File: src/rtl/mdio_cfg_seq.sv
module mdio_cfg_seq #(
  parameter int          SYS_HZ       = 125_000_000,
  parameter int          MDC_MAX_HZ   = 2_500_000,
  parameter int          GAP_PERIODS  = 2,
  parameter bit          FORCE_MASTER = 1'b1,
  parameter logic [15:0] ADV_VAL      = 16'h0DE1,
  parameter logic [15:0] MS_VAL       = 16'h0200,
  parameter logic [15:0] REG0_VAL     = 16'h0140
) (
  input  logic       clk,
  input  logic       rst_n,
  input  logic       start,
  input  logic [4:0] phy_addr,
  output logic       mdc,
  output logic       mdio_o,
  output logic       mdio_oe,
  output logic       busy,
  output logic       done
);
  localparam int HALF  = (SYS_HZ + 2*MDC_MAX_HZ - 1) / (2*MDC_MAX_HZ);
  localparam int DW    = (HALF > 1) ? $clog2(HALF) : 1;
  localparam int SLOTS = 64 + GAP_PERIODS;
  localparam int BW    = $clog2(SLOTS);
  localparam int NSTEP = FORCE_MASTER ? 11 : 10;

  logic [DW-1:0] div;
  logic [BW-1:0] bitc;
  logic [3:0]    step;
  logic [4:0]    phy_q;
  logic          run_req;
  logic [4:0]    reg_a;
  logic [15:0]   wdata;
  logic [63:0]   frame;

  wire tick    = (div == DW'(HALF-1));
  wire fall    = busy && tick && mdc;
  wire seq_end = fall && (bitc == BW'(63)) && (step == 4'(NSTEP-1));

  always_comb begin
    reg_a = 5'h00;
    wdata = REG0_VAL | 16'h1200;
    case (step)
      4'd0, 4'd4: begin reg_a = 5'h0D; wdata = 16'h0000; end
      4'd1:       begin reg_a = 5'h0E; wdata = 16'h0004; end
      4'd2, 4'd6: begin reg_a = 5'h0D; wdata = 16'h4000; end
      4'd3:       begin reg_a = 5'h0E; wdata = 16'h0006; end
      4'd5:       begin reg_a = 5'h0E; wdata = 16'h0003; end
      4'd7:       begin reg_a = 5'h0E; wdata = 16'h1A80; end
      4'd8:       begin reg_a = 5'h04; wdata = ADV_VAL & 16'hF7FF; end
      4'd9: if (FORCE_MASTER) begin reg_a = 5'h09; wdata = MS_VAL | 16'h1800; end
      default: ;
    endcase
  end

  assign frame   = {32'hFFFF_FFFF, 4'b0101, phy_q, reg_a, 2'b10, wdata};
  assign mdio_oe = busy && (bitc < BW'(64));
  assign mdio_o  = mdio_oe ? frame[~bitc[5:0]] : 1'b1;

  always_ff @(posedge clk or negedge rst_n) begin
    if (!rst_n) begin
      div <= '0; bitc <= '0; step <= '0; phy_q <= '0;
      run_req <= 1'b1; mdc <= 1'b0; busy <= 1'b0; done <= 1'b0;
    end else begin
      done <= 1'b0;
      if (!busy) begin
        if (start || run_req) begin
          busy <= 1'b1; run_req <= 1'b0; step <= '0; bitc <= '0;
          div <= '0; mdc <= 1'b0; phy_q <= phy_addr;
        end
      end else begin
        div <= tick ? '0 : div + 1'b1;
        if (tick) mdc <= ~mdc;
        if (fall) begin
          if (seq_end) begin
            busy <= 1'b0; done <= 1'b1; bitc <= '0;
          end else if (bitc == BW'(SLOTS-1)) begin
            bitc <= '0; step <= step + 1'b1;
          end else begin
            bitc <= bitc + 1'b1;
          end
        end
      end
    end
  end
endmodule

File: config.mk
export PLATFORM = sky130hd
export DESIGN_NAME = mdio_cfg_seq
export DESIGN_NICKNAME = d
export VERILOG_FILES = /design/src/rtl/mdio_cfg_seq.sv
export SDC_FILE = /design/constraint.sdc
export NUM_CORES = 1
export LEC_CHECK = 0
export BUFFER_PORTS_ARGS = -buffer_cell sky130_fd_sc_hd__buf_2
export CORE_MARGIN = 3
export CORE_UTILIZATION = 54
export CTS_CLUSTER_DIAMETER = 50
export CTS_CLUSTER_SIZE = 12
export DETAILED_ROUTE_END_ITERATION = 10
export HOLD_SLACK_MARGIN = 0.08
export PLACE_DENSITY = 0.72
export SYNTH_ARGS = -nofsm -noshare
export SYNTH_HDL_FRONTEND = slang
export SYNTH_SLANG_ARGS = --single-unit
File: constraint.sdc
create_clock -name clk -period 1.8 [get_ports clk]
set_input_delay 0.36 -clock clk [delete_from_list [all_inputs] [get_ports clk]]
set_output_delay 0.36 -clock clk [all_outputs]
set_load 0.02 [all_outputs]
==> results of run 1 <==
==> flip-flops by register name (all words and copies together), names as in the netlist <==
| register | flops |
|---|---|
| bitc | 7 |
| busy | 1 |
| div | 5 |
| done | 1 |
| mdc | 1 |
| phy_q | 5 |
| run_req | 1 |
| step | 4 |
==> worst min-delay path by stage <==
stage	slack (ps)	cells past startpoint	from	to
2_1_floorplan	60	0	rst_n	bitc[0]$_DFFE_PN0P_
3_3_place_gp	380	1	rst_n	step[0]$_DFFE_PN0P_
3_5_place_dp	380	1	rst_n	phy_q[0]$_DFFE_PN0P_
4_1_cts	230	2	start	div[1]$_DFFE_PN0P_
5_1_grt	200	2	start	div[1]$_DFFE_PN0P_
6_report	230	2	start	div[1]$_DFFE_PN0P_
==> cell families after synthesis <==
logic type	synth area share, %
mux	6.06
buf+inv	4.97
compound gates	22.7
flops	36.6
fa+ha+maj	5.84
simple gates	22.3
xor+xnor	1.53
==> through the flow <==
step	instances	cell area (sq um)	setup TNS, ps	setup WS, ps
2_1_floorplan	180	1710	-319	-319
3_3_place_gp	251	1980	-783	-371
3_5_place_dp	251	1980	-1120	-520
4_1_cts	258	2080	-1450	-745
5_1_grt	262	2220	-2400	-854
6_report	262	2220	-1600	-733
==> synth_stat cells, types with 5 or more instances <==
master | number | area (sq um)
a22o_1 | 5 | 43.8
ha_1 | 8 | 100
nor2_1 | 9 | 33.8
o21ai_1 | 5 | 25.0
inv_1 | 8 | 30.0
buf_2 | 5 | 25.0
mux2_2 | 7 | 78.8
nand3_1 | 7 | 35.0
and3_1 | 5 | 31.3
o21ai_0 | 11 | 55.1
dfrtp_1 | 24 | 601
nand2_1 | 15 | 56.3
==> area by class of cell <==
cell class,instances,area [sq um]
multi-input cells,136,1140
repair buffers,46,329
clock buffers,4,26.3
flip-flops and latches,25,631
well taps,42,52.6
inverters,9,38.8
fillers,180,658
==> repair_timing <==
| item | in CTS | in global routing |
|---|---|---|
| pin swaps | 1 | 16 |
| endpoints found under the setup margin | 11 | 12 |
| hold buffers | 1 | 0 |
| gates resized for setup | 12 | 23 |
| buffers inserted | 2 | 4 |
| hold endpoints to repair | 24 | 0 |
==> power breakdown <==
| part | switching, W | internal [W] | total [W] | leakage, nW |
|---|---|---|---|---|
| combinational | 0.000527 | 0.000524 | 0.00105 | 0.638 |
| clock | 0.000162 | 0.0000868 | 0.000248 | 0.0150 |
| sequential | 0.000156 | 0.000681 | 0.000838 | 0.312 |
==> cell usage in the layout, fill, tap and decap left out, drive strengths merged, types with 2 or more instances in the layout <==
cell type and instances:
nor2b 4, o41ai 2, nand2 15, ha 8
nand3 8, dfrtp 24, buf 45, nand2b 2
o21ba 2, a2bb2oi 2, o21ai 17, nand4 4
xor2 2, and3 5, and4b 2, o31ai 2
a31oi 3, nor4 2, and2 3, a21oi 4
nor3 5, nor2 10, mux2 8, clkbuf 4
a22o 5, inv 9, nand4b 2
==> per-layer routing <==
| metal | global-route usage, % | up-vias | wire (um) |
|---|---|---|---|
| li1 | - | 755 | - |
| met1 | 27.4 | 791 | 1860 |
| met2 | 41.5 | 68 | 2340 |
| met3 | 3.60 | 14 | 250 |
| met4 | 6.89 | 0 | 119 |
| met5 | 0 | - | 0 |
==> flow_summary.toml, run 1 <==
[place]
place_congestion = 0.954
port_buffers = 12
place_hpwl_mm = 3.11

[yosys]
synth-seq-area-share_pct = 36.6
synth_warnings = 0
synth-seq-cells = 25
synth_ff_type = "dfrtp_1"
synthDistinctLibCells = 59
async_reset_ff_share_pct = 100
synth_area_sq_um = 1710
synthCells = 180
syn_nets = 196
synth.avg_cell_area_sq_um = 9.52
synth-edff-count = 0

[floorplanning]
rows = 19
die_y_um = 62.3
die-area_sq_um = 3880
die_width_um = 62.3
pin_count = 13
initial_utilization_pct = 59.5
core_sq_um = 2880

[clock_tree]
clk_pin_slew_worst_paths_ps = 130
cts_sinks = 25
clock_path_buffers = 2
clk_latency_ps = 320
htree_num_levels = 1
cts_root_buf = "clkbuf_4"
cts_tree = "yes"
numCtsBuffers = 3

[timing]
max_freq_mhz = 395
finalCritPeriodShare_pct = 141
finalClockSkew_ps = 5.70
slew_violations = 0
period_needed_ps = 2530
finalSetupViolCount = 8
worst_slew_pin_slew_ps = 576
holdWs_ps = 234
timing.final.ws_setup_ps = -733
rsz0062_at_grt = "yes"
slew_headroom_pct = 61.6
final-hold-violation-count = 0

[final_layout]
area_delta_synth_final_pct = 29.5
nets = 237
utilization_pct = 77.1
drive_gt1_share_pct = 40.5
diodes = 0

[critical_path]
end_kind = "output port"
critical_path_buf_inv_count = 2
crit_path_top_delay_cell = "dfrtp_2"
r2r_slack_ps = -160
cp.required_ps = 1440
cp_max_fo = 7
r2r_start = "bitc[1]$_DFFE_PN0P_"
endpoint = "mdio_o"
path_cells = "inv_2 -> ha_4 -> o21bai_1 -> a21oi_2 -> o21ai_0 -> a2111o_1 -> nand4_1 -> buf_2"
path_delay_family = "compound AO/OA/AOI/OAI gates"
startpoint_type = "flop"
cp-startpoint = "step[1]$_DFFE_PN0P_"
cp.arrival_ps = 2170
critical_path_class = "flop to output port"
cp.depth = 8
reg2reg_to = "bitc[0]$_DFFE_PN0P_"
cpPeakStageDelay_ps = 470
rr_worst_depth = 8

[routing]
routed-via-count = 1628
ant_nets = 0
drtIter0Drc = 183
drt_first_pass_iters = 4
viasPerCell = 6.21
wl_per_cell_um = 17.5
wl_mm = 4.57
drc = 0

[power_and_ir_drop]
p_leak_nw = 0.965
p_per_area_nw_per_um2 = 963
vdd_drop_max_v = 0.000814
p_total_w = 0.00214

[run_status]
outcome = "finished with violations"
violations = "negative setup slack"

[hold_path]
hold_path.class = "input pin to flop"

[global_route]
grtUsageTotal_pct = 22.8
grt-ovfl-total = 0
antenna_found_initial = 0
grt_max_degree = 26
grt_pass1_wl_mm = 7.29
grt_pass1_vias = 1613

[job]
maxCapViolCount = 0
(Power assumes the default switching activity.)
==> run 2, diff against run 1 <==
--- a/config.mk
+++ b/config.mk
@@ -13,6 +13,7 @@
 export DETAILED_ROUTE_END_ITERATION = 10
 export HOLD_SLACK_MARGIN = 0.08
 export PLACE_DENSITY = 0.72
+export SKIP_LAST_GASP = 1
 export SYNTH_ARGS = -nofsm -noshare
 export SYNTH_HDL_FRONTEND = slang
 export SYNTH_SLANG_ARGS = --single-unit
==> flow_summary.toml, run 2 (same netlist as run 1, synthesis figures left out) <==
[run_status]
outcome = "finished with violations"
violations = "negative setup slack"

[power_and_ir_drop]
p_per_area_nw_per_um2 = 952
vdd_drop_max_v = 0.000812
p_seq_share_pct = 39.8
clockPowerShare_pct = 11.8
p_leak_nw = 0.965
switching_share_pct = 39.1
pwr-share-comb_pct = 48.5
internal_power_w = 0.00128
switching_power_w = 0.000823

[final_layout]
largest_register_ffs = 7
diodes = 0
mostFrequentLayoutCell = "buf_4"
fin_cells = 262
mostFrequentLayoutCells = "buf_4, dfrtp_1, nand2_1"
top_regs = "bitc x7, div x5, phy_q x5"
regMostFlops = "bitc"
multi_input_area_sq_um = 1140
nets = 237
utilization_pct = 76.9
drive_gt1_share_pct = 40.0
area_delta_synth_final_pct = 29.1
fill_cells = 181
fin_area_sq_um = 2210
regArea_sq_um = 629

[global_route]
grt_pass1_wl_mm = 7.29
grt_max_degree = 26
grt_pass1_vias = 1613
grtUsageTotal_pct = 22.8
grt-ovfl-total = 0
antenna_found_initial = 0

[critical_path]
cp.required_ps = 1440
cp-startpoint = "step[1]$_DFFE_PN0P_"
cp_max_fo = 7
startpoint_type = "flop"
cp.arrival_ps = 2190
r2r_slack_ps = -160
critical_path_class = "flop to output port"
end_kind = "output port"
r2r_start = "bitc[1]$_DFFE_PN0P_"

[job]
maxCapViolCount = 0

[clock_tree]
clk_pin_slew_worst_paths_ps = 130
cts_sinks = 25
htree_num_levels = 1
clock_path_buffers = 2
clk_latency_ps = 320
cts_tree = "yes"
numCtsBuffers = 3
cts_root_buf = "clkbuf_4"

[routing]
drc = 0
routed-via-count = 1608
drtIter0Drc = 142
viasPerCell = 6.14
wl_per_cell_um = 17.2
ant_nets = 0
drt_first_pass_iters = 4
wl_mm = 4.50

[place]
dpl_worst_slack_ps = -520
place_area_sq_um = 1980
port_buffers = 12
place_congestion = 0.954
dp.cells = 251
place_hpwl_mm = 3.11

[floorplanning]
die_y_um = 62.3
initial_utilization_pct = 59.5
die_width_um = 62.3
core_sq_um = 2880
die-area_sq_um = 3880
pin_count = 13
rows = 19

[timing]
max_freq_mhz = 392
period_needed_ps = 2550
slew_violations = 0
final-hold-violation-count = 0
finalSetupViolCount = 8
finalCritPeriodShare_pct = 142
slew_headroom_pct = 62.3
rsz0062_at_grt = "yes"
timing.final.ws_setup_ps = -753
worst_slew_pin_slew_ps = 565
finalClockSkew_ps = 6.96
tns_ps = -1610

[hold_path]
hold_path.startpoint = "start"
hold_path.class = "input pin to flop"
==> run 2: final cells by class <==
cell class / instances / share of cell area [%]
multi-input cells: 136 / 51.6
inverters: 9 / 1.64
repair buffers: 46 / 14.7
well taps: 42 / 2.38
clock buffers: 4 / 1.19
flip-flops and latches: 25 / 28.5
==> run 2: routing by layer <==
metal / up-vias / track usage (%) / share of wire [%]
li1: 751 / - / -
met1: 784 / 27.4 / 41
met2: 61 / 41.5 / 52
met3: 12 / 3.60 / 5.2
met4: 0 / 6.89 / 2.2
met5: - / 0 / 0
==> run 2: worst max-delay path: stages (launching register included) <==
cell and delay (ps):
dfrtp_1 470, inv_2 100, ha_4 200, nor4_4 300
a21oi_2 90, and3_1 170, a2111o_1 290, nand4_1 100
buf_2 170
==> run 2: repair_timing <==
item,in CTS,in global routing
setup buffers,2,4
hold buffers,1,0
resized for setup,12,19
pin swaps,1,15
setup endpoints to repair,11,12
endpoints found under the hold margin,24,0
==> run 2: stage by stage <==
stage	hold WS, ps	total power, W
6_report	235	0.00210
3_3_place_gp	378	0.00164
4_1_cts	232	0.00196
3_5_place_dp	384	0.00168
5_1_grt	201	0.00226
2_1_floorplan	64.4	0.00132
==> run 2: power groups by stage <==
| stage | clock network (W) | registers (W) | logic (W) |
|---|---|---|---|
| 2_1_floorplan | 0 | 0.000811 | 0.000504 |
| 4_1_cts | 0.000260 | 0.000824 | 0.000872 |
| 3_5_place_dp | 0 | 0.000835 | 0.000848 |
| 5_1_grt | 0.000288 | 0.000859 | 0.00111 |
| 6_report | 0.000248 | 0.000837 | 0.00102 |
| 3_3_place_gp | 0 | 0.000823 | 0.000821 |
==> run 2: worst paths after layout <==
kind,to,cells after the start
worst max-delay path,mdio_o,8
worst min-delay path,div[1]$_DFFE_PN0P_,2
worst max register to register,bitc[0]$_DFFE_PN0P_,8
worst min register to register,phy_q[4]$_DFFE_PN0P_,1
max in group asynchronous,bitc[1]$_DFFE_PN0P_,2
min in group asynchronous,phy_q[0]$_DFFE_PN0P_,2
==> run 3, diff against run 2 <==
--- a/config.mk
+++ b/config.mk
@@ -5,14 +5,15 @@
 export SDC_FILE = /design/constraint.sdc
 export NUM_CORES = 1
 export LEC_CHECK = 0
+export ABC_AREA = 1
 export BUFFER_PORTS_ARGS = -buffer_cell sky130_fd_sc_hd__buf_2
 export CORE_MARGIN = 3
-export CORE_UTILIZATION = 54
+export CORE_UTILIZATION = 59
 export CTS_CLUSTER_DIAMETER = 50
 export CTS_CLUSTER_SIZE = 12
 export DETAILED_ROUTE_END_ITERATION = 10
 export HOLD_SLACK_MARGIN = 0.08
-export PLACE_DENSITY = 0.72
+export PLACE_DENSITY = 0.75
 export SKIP_LAST_GASP = 1
 export SYNTH_ARGS = -nofsm -noshare
 export SYNTH_HDL_FRONTEND = slang
==> constraint.sdc (replaced) <==
create_clock -name clk -period 3.2 [get_ports clk]
set_input_delay 0.64 -clock clk [delete_from_list [all_inputs] [get_ports clk]]
set_output_delay 0.64 -clock clk [all_outputs]
set_load 0.02 [all_outputs]
==> flow_summary.toml, run 3 <==
[floorplanning]
die_width_um = 59.3
core_sq_um = 2590
die_y_um = 59.3
die-area_sq_um = 3520
initial_utilization_pct = 64.7
pin_count = 13
rows = 18

[final_layout]
largest_register_ffs = 7
regArea_sq_um = 627
nets = 238
diodes = 0
regMostFlops = "bitc"
mostFrequentLayoutCells = "nand2_1, inv_1, dfrtp_1"
fill_cells = 225
mostFrequentLayoutCell = "nand2_1"
area_delta_synth_final_pct = 5.60
drive_gt1_share_pct = 18.6
multi_input_area_sq_um = 915
top_regs = "bitc x7, div x5, phy_q x5"

[clock_tree]
cts_root_buf = "clkbuf_4"
cts_resized = 0
numCtsBuffers = 3
cts_sinks = 25
cts_setup_buffers = 0
clock_path_buffers = 2
clk_latency_ps = 330
clk_pin_slew_worst_paths_ps = 140
cts_tree = "yes"
htree_num_levels = 1
postCtsHoldBufs = 0

[yosys]
synthAdderAreaFrac_pct = 5.97
synthSimpleGateAreaFrac_pct = 31.3
synthDistinctLibCells = 33
synth-seq-area-share_pct = 37.4
yosys-top-cells-area = "dfrtp_1, nand2_1, nand3_1"
yosys.area.top_type_share_pct = 35.8
synth.avg_cell_area_sq_um = 7.98
synthCells = 210
synth_area_sq_um = 1680
yosys-top-cells-count = "nand2_1, dfrtp_1, inv_1"
synth_ff_type = "dfrtp_1"
synth-xor-area-share_pct = 4.18
synth_top_family_by_area = "simple AND/OR/NAND/NOR gates"
synth_warnings = 0
synth-seq-cells = 25
syn_nets = 226
synth_compound_area_share_pct = 10.4
async_reset_ff_share_pct = 100
yosysMostFrequentCell = "nand2_1"
yosys.area.top_type = "dfrtp_1"
synthMuxAreaShare_pct = 2.69
synth-edff-count = 0

[global_route]
grt_pass1_wl_mm = 6.26
grtUsageTotal_pct = 23.1
grt-ovfl-total = 0
grt_max_degree = 26
grt_pass1_vias = 1403
antenna_found_initial = 0

[routing]
wl_mm = 3.49
viasPerCell = 5.74
ant_nets = 0
wl_per_cell_um = 13.9
routed-via-count = 1441
drt_first_pass_iters = 4
drtIter0Drc = 125
drc = 0

[power_and_ir_drop]
switching_share_pct = 21.5
switching_power_w = 0.000100
p_per_area_nw_per_um2 = 265
p_seq_share_pct = 67.4
pwr-share-comb_pct = 2.3
p_total_w = 0.000468
clockPowerShare_pct = 30.3
vdd_drop_max_v = 0.000277
internal_power_w = 0.000368
p_leak_nw = 0.917

[place]
dpl_worst_slack_ps = 827
place_congestion = 0.969
place_hpwl_mm = 2.72
port_buffers = 12

[timing]
timing.final.ws_setup_ps = 466
tns_ps = 0
slew_headroom_pct = 63.6
finalClockSkew_ps = 17.2
slew_violations = 0
finalSetupViolCount = 0
period_needed_ps = 2730
rsz0062_at_grt = "no"
worst_slew_pin_slew_ps = 546
final-hold-violation-count = 0
max_freq_mhz = 366
finalCritPeriodShare_pct = 85.4

[critical_path]
critical_path_class = "flop to output port"
cp.required_ps = 2560
startpoint_type = "flop"
end_kind = "output port"
cp_max_fo = 11
cp.arrival_ps = 2090

[run_status]
outcome = "complete, no violations"

[job]
maxCapViolCount = 0

[hold_path]
hold_path.class = "input pin to asynchronous set/reset pin"
run 3: layout make-up:
| type | count | area share [%] |
|---|---|---|
| clock buffer | 4 | 1.48 |
| inverter | 28 | 5.94 |
| multi-input combinational | 152 | 51.7 |
| sequential | 25 | 35.4 |
| tap | 30 | 2.12 |
| timing repair buffer | 12 | 3.39 |
run 3: worst max-delay path, stage by stage (launching register included):
cell and delay (ps):
dfrtp_1 600, inv_2 140, nor2_1 240, nand3b_1 110, nand2_1 70, inv_1 50, a21oi_1 170, nand2_1 80
nand2_1 50, nand2_1 40, nand2_1 50, buf_2 150
run 3: logic make-up (layout without fill, tap and decap cells):
logic type	Yosys count	after routing
and+or+nand+nor	101	101
buffers and inverters	33	44
AOI/OAI and AO/OA	31	31
adders and majority gates	8	8
DFF	25	25
muxes	4	4
xor gates and xnor gates	8	8
run 3: metal layers:
layer | vias to the layer above | share of wire, % | global-route usage (%)
li1 | 709 | - | -
met1 | 661 | 45 | 30.6
met2 | 54 | 47 | 37.6
met3 | 17 | 5.1 | 3.27
met4 | 0 | 2.9 | 9.71
met5 | - | 0 | 0
run 3: path summary, 6_finish.rpt:
kind                                startpoint             endpoint  slack, ps  cells past startpoint
setup / recovery           bitc[0]$_DFFE_PN0P_               mdio_o        470                     11
hold / removal                           rst_n  bitc[3]$_DFFE_PN0P_        270                      1
setup reg to reg           bitc[1]$_DFFE_PN0P_  bitc[3]$_DFFE_PN0P_       1390                     10
hold reg to reg            run_req$_DFFE_PN1P_  run_req$_DFFE_PN1P_        490                      2
max in group asynchronous                rst_n  run_req$_DFFE_PN1P_       2540                      1
min in group clk           run_req$_DFFE_PN1P_  run_req$_DFFE_PN1P_        490                      2
run 3: per-stage QoR:
step / instance area [sq um] / hold slack, ps / std cells / utilization [%]
floorplan: 1680 / 344 / 210 / -
global placement: 1740 / 458 / 247 / 67.3
detailed placement: 1740 / 468 / 247 / 67.3
CTS: 1770 / 283 / 251 / 68.4
global route: 1770 / 291 / 251 / 68.4
finish: 1770 / 268 / 251 / 68.4
run 3: power groups by stage:
stage               Combinational [W]  Clock [W]  Sequential [W]
floorplan                 0.000000579          0        0.000322
global placement            0.0000108          0        0.000322
detailed placement          0.0000112          0        0.000322
CTS                         0.0000112   0.000148        0.000316
global route                0.0000123   0.000161        0.000316
finish                      0.0000106   0.000142        0.000316
